`src/rtl/gals_pkg.sv`:
```
package gals_pkg;
  localparam int NSIG = 3;
  localparam int NRX  = 3;

  // channels each reaction reads: bit 0 = A, bit 1 = B, bit 2 = C
  function automatic logic [NSIG-1:0] rx_reads(input int mode, input int r);
    logic [NSIG-1:0] m;
    m = '0;
    if (mode == 0) begin
      case (r)
        0: m = 3'b011;
        1: m = 3'b110;
        default: m = 3'b101;
      endcase
    end else begin
      case (r)
        0: m = 3'b001;
        1: m = 3'b010;
        default: m = 3'b011;
      endcase
    end
    return m;
  endfunction

  // value-dependent part of each guard, over the head data bits
  function automatic logic rx_guard(input int mode, input int r, input logic [NSIG-1:0] hd);
    logic g;
    g = 1'b1;
    if (mode == 0) begin
      case (r)
        0: g = hd[0] & hd[1];
        1: g = ~hd[1] & ~hd[2];
        default: g = ~hd[0] & hd[2];
      endcase
    end
    return g;
  endfunction

  // output channels each reaction emits on
  function automatic logic [NSIG-1:0] rx_emits(input int mode, input int r);
    logic [NSIG-1:0] m;
    if (mode == 0) m = NSIG'(1) << r;
    else begin
      case (r)
        0: m = 3'b001;
        1: m = 3'b010;
        default: m = 3'b011;
      endcase
    end
    return m;
  endfunction

  // value carried by output o
  function automatic logic rx_value(input int mode, input int o, input logic [NSIG-1:0] hd);
    logic v;
    v = 1'b1;
    if (mode != 0) v = (o == 0) ? hd[0] : hd[1];
    return v;
  endfunction
endpackage

```
`src/rtl/chan_fifo.sv`:
```
module chan_fifo #(
  parameter int DEPTH = 4,
  parameter int W     = 1
) (
  input  logic         clk,
  input  logic         rst,
  input  logic         push_valid,
  input  logic [W-1:0] push_data,
  output logic         push_ready,
  input  logic         pop,
  output logic         head_valid,
  output logic [W-1:0] head_data
);
  localparam int AW = (DEPTH > 1) ? $clog2(DEPTH) : 1;
  localparam int CW = $clog2(DEPTH + 1);

  logic [W-1:0]  mem [DEPTH];
  logic [AW-1:0] rd_ptr, wr_ptr;
  logic [CW-1:0] count;
  logic          push_fire;

  function automatic logic [AW-1:0] bump(input logic [AW-1:0] p);
    return (p == AW'(DEPTH - 1)) ? '0 : p + 1'b1;
  endfunction

  assign push_ready = (count != CW'(DEPTH));
  assign push_fire  = push_valid & push_ready;
  assign head_valid = (count != '0);
  assign head_data  = mem[rd_ptr];

  always_ff @(posedge clk) begin
    if (push_fire) mem[wr_ptr] <= push_data;
  end

  always_ff @(posedge clk) begin
    if (rst) begin
      rd_ptr <= '0;
      wr_ptr <= '0;
      count  <= '0;
    end else begin
      if (push_fire) wr_ptr <= bump(wr_ptr);
      if (pop)       rd_ptr <= bump(rd_ptr);
      case ({push_fire, pop})
        2'b10:   count <= count + 1'b1;
        2'b01:   count <= count - 1'b1;
        default: count <= count;
      endcase
    end
  end

  // a pop is only ever requested for a message that is waiting
  p_pop_has_head_r2: assert property (@(posedge clk) disable iff (rst)
    pop |-> head_valid);
  // occupancy never exceeds the depth
  p_no_overflow_r1: assert property (@(posedge clk) disable iff (rst)
    count <= CW'(DEPTH));
  // a full queue refuses the next message
  p_full_refuses_r1: assert property (@(posedge clk) disable iff (rst)
    (count == CW'(DEPTH)) && !pop |=> (count == CW'(DEPTH)) && $stable(wr_ptr));
endmodule

```
`src/rtl/react_arbiter.sv`:
```
module react_arbiter #(
  parameter int N = 3
) (
  input  logic         clk,
  input  logic         rst,
  input  logic         en,
  input  logic [N-1:0] req,
  output logic [N-1:0] grant
);
  localparam int PW = (N > 1) ? $clog2(N) : 1;

  logic [PW-1:0] last;
  logic [PW-1:0] win;
  logic          found;

  always_comb begin
    grant = '0;
    win   = '0;
    found = 1'b0;
    for (int i = 0; i < N; i++) begin
      int idx;
      idx = (int'(last) + 1 + i) % N;
      if (!found && req[idx]) begin
        found = 1'b1;
        win   = PW'(idx);
      end
    end
    if (en && found) grant[win] = 1'b1;
  end

  always_ff @(posedge clk) begin
    if (rst)              last <= PW'(N - 1);
    else if (en && found) last <= win;
  end

  // a single reaction is granted per activation
  p_one_grant_r8: assert property (@(posedge clk) disable iff (rst)
    $onehot0(grant));
  // only fireable reactions are granted
  p_grant_fireable_r2: assert property (@(posedge clk) disable iff (rst)
    (grant & ~req) == '0);
  // nothing is granted without an enable
  p_no_en_no_grant_r12: assert property (@(posedge clk) disable iff (rst)
    !en |-> grant == '0);
endmodule

```
`src/rtl/out_slot.sv`:
```
module out_slot #(
  parameter int W = 1
) (
  input  logic         clk,
  input  logic         rst,
  input  logic         load,
  input  logic [W-1:0] load_data,
  output logic         valid,
  output logic [W-1:0] data,
  input  logic         ready
);
  always_ff @(posedge clk) begin
    if (rst) begin
      valid <= 1'b0;
      data  <= '0;
    end else if (load) begin
      valid <= 1'b1;
      data  <= load_data;
    end else if (valid && ready) begin
      valid <= 1'b0;
    end
  end

  // a held message stays with stable value until taken
  p_hold_until_taken_r6: assert property (@(posedge clk) disable iff (rst)
    valid && !ready |=> valid && $stable(data));
  // a slot is never reloaded while it still holds a message
  p_no_reload_r7: assert property (@(posedge clk) disable iff (rst)
    load |-> !valid);
endmodule

```
`src/rtl/gals_react_wrapper.sv`:
```
module gals_react_wrapper
  import gals_pkg::*;
#(
  parameter int DEPTH = 4,
  parameter int MODE  = 0
) (
  input  logic            clk,
  input  logic            rst,
  input  logic            tick,
  input  logic [NSIG-1:0] in_valid,
  input  logic [NSIG-1:0] in_data,
  output logic [NSIG-1:0] in_ready,
  output logic [NSIG-1:0] out_valid,
  output logic [NSIG-1:0] out_data,
  input  logic [NSIG-1:0] out_ready
);
  logic [NSIG-1:0] avail, head, pop, emit;
  logic [NRX-1:0]  fireable, grant;
  logic            busy, launch_en, fire;

  genvar gi;
  generate
    for (gi = 0; gi < NSIG; gi++) begin : g_chan
      chan_fifo #(.DEPTH(DEPTH), .W(1)) u_fifo (
        .clk        (clk),
        .rst        (rst),
        .push_valid (in_valid[gi]),
        .push_data  (in_data[gi]),
        .push_ready (in_ready[gi]),
        .pop        (pop[gi]),
        .head_valid (avail[gi]),
        .head_data  (head[gi])
      );
    end

    for (gi = 0; gi < NRX; gi++) begin : g_guard
      localparam logic [NSIG-1:0] RD = rx_reads(MODE, gi);
      assign fireable[gi] = ((RD & avail) == RD) && rx_guard(MODE, gi, head);
    end
  endgenerate

  assign busy      = |out_valid;
  assign launch_en = tick & ~busy;

  react_arbiter #(.N(NRX)) u_arb (
    .clk   (clk),
    .rst   (rst),
    .en    (launch_en),
    .req   (fireable),
    .grant (grant)
  );

  assign fire = |grant;

  always_comb begin
    pop  = '0;
    emit = '0;
    for (int r = 0; r < NRX; r++) begin
      if (grant[r]) begin
        pop  = pop  | rx_reads(MODE, r);
        emit = emit | rx_emits(MODE, r);
      end
    end
  end

  generate
    for (gi = 0; gi < NSIG; gi++) begin : g_out
      out_slot #(.W(1)) u_slot (
        .clk       (clk),
        .rst       (rst),
        .load      (emit[gi]),
        .load_data (rx_value(MODE, gi, head)),
        .valid     (out_valid[gi]),
        .data      (out_data[gi]),
        .ready     (out_ready[gi])
      );
    end

    if (MODE == 0) begin : g_excl_chk
      // the exclusive guards never overlap
      p_guards_exclusive_r3: assert property (@(posedge clk) disable iff (rst)
        $onehot0(fireable));
    end
  endgenerate

  // a tick with nothing fireable leaves queues and outputs untouched
  p_stutter_quiet_r5: assert property (@(posedge clk) disable iff (rst)
    tick && (fireable == '0) |-> (pop == '0) && (emit == '0));
  // no firing while any output is pending
  p_pending_blocks_r7: assert property (@(posedge clk) disable iff (rst)
    busy |-> !fire);
  // a firing is followed by at least one held output
  p_fire_emits_r6: assert property (@(posedge clk) disable iff (rst)
    fire |=> (out_valid != '0));
  // a pop only touches channels that were present at the head
  p_pop_subset_r4: assert property (@(posedge clk) disable iff (rst)
    (pop & ~avail) == '0);
endmodule

```
`config.mk`:
```
export PLATFORM = sky130hd
export DESIGN_NAME = gals_react_wrapper
export DESIGN_NICKNAME = d
export VERILOG_FILES = /design/src/rtl/gals_pkg.sv /design/src/rtl/chan_fifo.sv /design/src/rtl/react_arbiter.sv /design/src/rtl/out_slot.sv /design/src/rtl/gals_react_wrapper.sv
export SDC_FILE = /design/constraint.sdc
export NUM_CORES = 1
export LEC_CHECK = 0
export BUFFER_PORTS_ARGS = -buffer_cell sky130_fd_sc_hd__buf_4
export CAP_MARGIN = 5
export CELL_PAD_IN_SITES_DETAIL_PLACEMENT = 0
export CELL_PAD_IN_SITES_GLOBAL_PLACEMENT = 1
export CORE_MARGIN = 2
export CORE_UTILIZATION = 46
export CTS_BUF_LIST = sky130_fd_sc_hd__clkbuf_16
export CTS_CLUSTER_DIAMETER = 40
export DETAILED_ROUTE_END_ITERATION = 16
export HOLD_SLACK_MARGIN = 0.1
export PLACE_DENSITY_LB_ADDON = 0.1
export SLEW_MARGIN = 10
export SYNTH_ARGS = -nofsm -noshare
export SYNTH_HDL_FRONTEND = slang
export SYNTH_SLANG_ARGS = --single-unit
```
`constraint.sdc`:
```
create_clock -name clk -period 4.7 [get_ports clk]
set_input_delay 0.235 -clock clk [delete_from_list [all_inputs] [get_ports clk]]
set_output_delay 0.235 -clock clk [all_outputs]
set_load 0.03 [all_outputs]
```
==> summary.txt <==
Run status
  – Status: complete, no violations

STA
  – Fin crit share: 75.9%
  – RSZ-0062 raised after global routing: no
  – Final hold violation count: 0
  – F_max: ~280 MHz
  – Fin Setup TNS: 0 ns
  – Final Max Slew Viols: 0
  – Slew headroom: 35.9%
  – Actual slew at the worst max-slew pin: 0.947 ns
  – Final setup margin: 1.13 ns
  – Min Tclk post-route: 3.57 ns
  – Clock skew: 0.00472 ns
  – Final hold slack: 0.153 ns
  – Final setup fails: 0

Detailed routing
  – Total Wirelength: 4.12 mm
  – Met2 wire len: 1.87 mm
  – DR pass1 iterations: 4
  – Max Used Layer: met4
  – Metal3 WL: 127 µm
  – DRC Markers: 0
  – Wl on met1: roughly 2.0 mm
  – Via density: 5.01
  – Vias: 1639
  – Routed len/inst: 12.6 µm
  – Final ANT Viol Nets: 0
  – 1st-iter DRT viols: around 70

Floorplanning
  – DIE AREA: roughly 5900 µm²
  – Std cell rows: 26
  – I/O pins: 21
  – Die boundary width: between 70 and 80 µm
  – CORE AREA: 5140 µm²
  – Chip Height: 77.0 µm
  – Initial core utilization: 47.7%

Worst setup path
  – Crit path max fanout: 6
  – Critical path class: reg2reg
  – Startpoint types: register
  – Worst Path Arrival: 3.79 ns
  – Reg2Reg Setup Slack: between 1 and 1.5 ns
  – End of the worst register-to-register path: g_chan[2].u_fifo.count[2]
  – Cells on worst reg2reg path: 12
  – Critical Path End Type: register
  – CP required: 4.92 ns

CTS
  – Number of setup buffers added after CTS: 0
  – Post-cts resize count: 0
  – Num CTS Buffers: 5
  – # H-tree levels: 2
  – CTS tree: done
  – Clk Latency, worst-skew pair: 0.29 ns
  – Clock-pin slew on the worst setup and hold paths: 0.06 ns
  – Clock sink total: 47
  – Clk buf depth: 2
  – Hold buffer count at CTS: 0
  – CTS root buf: clkbuf_16

Yosys
  – Cell area after synthesis: 2450 µm²
  – Async set-reset flop share out of synthesis: 0%
  – Sequential area share after synthesis: a little over two fifths
  – Mean Syn Cell Area: about 10 µm²
  – YS warnings: 0
  – Syn nets: 279
  – Synth Flop Type: dfxtp_1
  – Synthesized flop and latch total: 47
  – Post-synth EDFFs: 12
  – Distinct cells, synth: 42
  – Cell count after synthesis: 243

Placed design
  – Placed cell areas: around 2600 µm²
  – Placed insts: roughly 320
  – Port bufs: 20
  – RePlAce Congestion: 0.837
  – Detailed placement HPWL: ~3 mm
  – DP Worst Slack: 1.13 ns

Hold path
  – Hold depth: 1
  – WHS Endpoint: g_chan[1].u_fifo.mem[3]
  – Hold crit path type: in2reg
  – Beginning of the worst hold path: in_data[1]

Power
  – Power Dens Cells: 544 nW/µm²
  – Final Power: 1.52 mW
  – VDD IR-drop max: 0.000228 V
  – Leakage: 1.22 nW

GRT
  – GRT Residual Overflow: 0
  – Antenna violations before repair: 0
  – Pin count of the biggest net entering global routing: 35
  – First-pass GRT wire length: about 7.4 mm
  – Vias in the first global route: ~1600
  – Gr usage total: 15.7%

Layout
  – Final Cell Area: 2800 µm²
  – # fillers: around 500
  – Fraction of layout cells with a size suffix above 1: 16.3%
  – Area growth syn-to-layout: 14.0%
  – Fin util: 54.4%
  – Total Nets Final: just under 300
  – Most common cell after layout, fill and taps aside: dfxtp_1
  – Ant diodes: 0
  – Most frequent cells in the layout: dfxtp_1 (35), inv_1 (24), ha_1 (21), buf_4 (20), nor2_1 (19)
  – Layout Cells excl Fill: roughly 330

Job
  – Max_cap viols: 0
==> per-layer routing <==
layer  vias to the layer above  global-route usage (%)
met4                         0                    5.36
met2                        25                    24.9
li1                        862                       -
met3                         7                    3.88
met5                         -                       0
met1                       745                    20.9
==> how the worst max path moves through the flow <==
stage,slack [ns],to
2_1_floorplan,1.42,g_chan[2].u_fifo.count[2]
3_3_place_gp,1.15,g_chan[2].u_fifo.count[2]
3_5_place_dp,1.13,g_chan[2].u_fifo.count[2]
4_1_cts,1.10,g_chan[2].u_fifo.count[2]
5_1_grt,0.82,g_chan[2].u_fifo.count[2]
6_report,1.13,g_chan[2].u_fifo.count[2]
==> cell type report <==
cell class | count | area, µm² | share of cell area (%)
clock buffer | 5 | 125 | 4.47
clock inverter | 3 | 67.6 | 2.42
inverter | 24 | 90.1 | 3.22
multi-input combinational | 158 | 1220 | 43.5
sequential | 47 | 1060 | 37.9
tap | 70 | 87.6 | 3.13
timing repair buffer | 20 | 150 | 5.37
==> worst max-delay path, cell delays in order (launching register included) <==
cell and delay (ns):
dfxtp_1 0.33, mux4_2 0.54, or4_1 0.59, mux2_4 0.33
nor2_8 0.11, o31ai_1 0.16, nor2_1 0.21, ha_1 0.20
inv_1 0.06, fa_1 0.37, xor2_1 0.15, or3_1 0.30
a21oi_1 0.14
==> logic make-up after synthesis <==
family / share of synthesized area, %
and+or+nand+nor: 18.1
DFF: 43.2
AOI/OAI and AO/OA: 10.6
buffers and inverters: 7.19
adders and majority gates: 13.2
muxes: 5.56
xor gates and xnor gates: 2.14
==> cell usage after synthesis (all sizes together), types with 2 or more instances <==
master / number / area share, %
nor3: 6 / 1.2
o31ai: 6 / 1.8
nor2b: 3 / 0.76
xor2: 6 / 2.1
or4: 2 / 0.61
nand2b: 4 / 1.0
nand3: 3 / 0.61
or3: 7 / 1.8
nand2: 15 / 2.3
buf: 9 / 2.8
mux2i: 2 / 0.82
nor2: 20 / 3.7
mux4: 3 / 2.8
inv: 24 / 3.7
and3: 14 / 3.6
o211ai: 2 / 1.2
mux2: 4 / 2.0
o21ai: 8 / 1.8
edfxtp: 12 / 15
a21oi: 15 / 3.1
fa: 3 / 2.4
ha: 21 / 11
dfxtp: 35 / 29
clkbuf: 5 / 0.76
==> report_power, final <==
group | switching [mW] | total (mW) | internal [mW]
registers | 0.0564 | 0.553 | 0.496
logic | 0.302 | 0.516 | 0.214
clock network | 0.148 | 0.452 | 0.304
No activity file was read; power rests on OpenSTA's default activity.
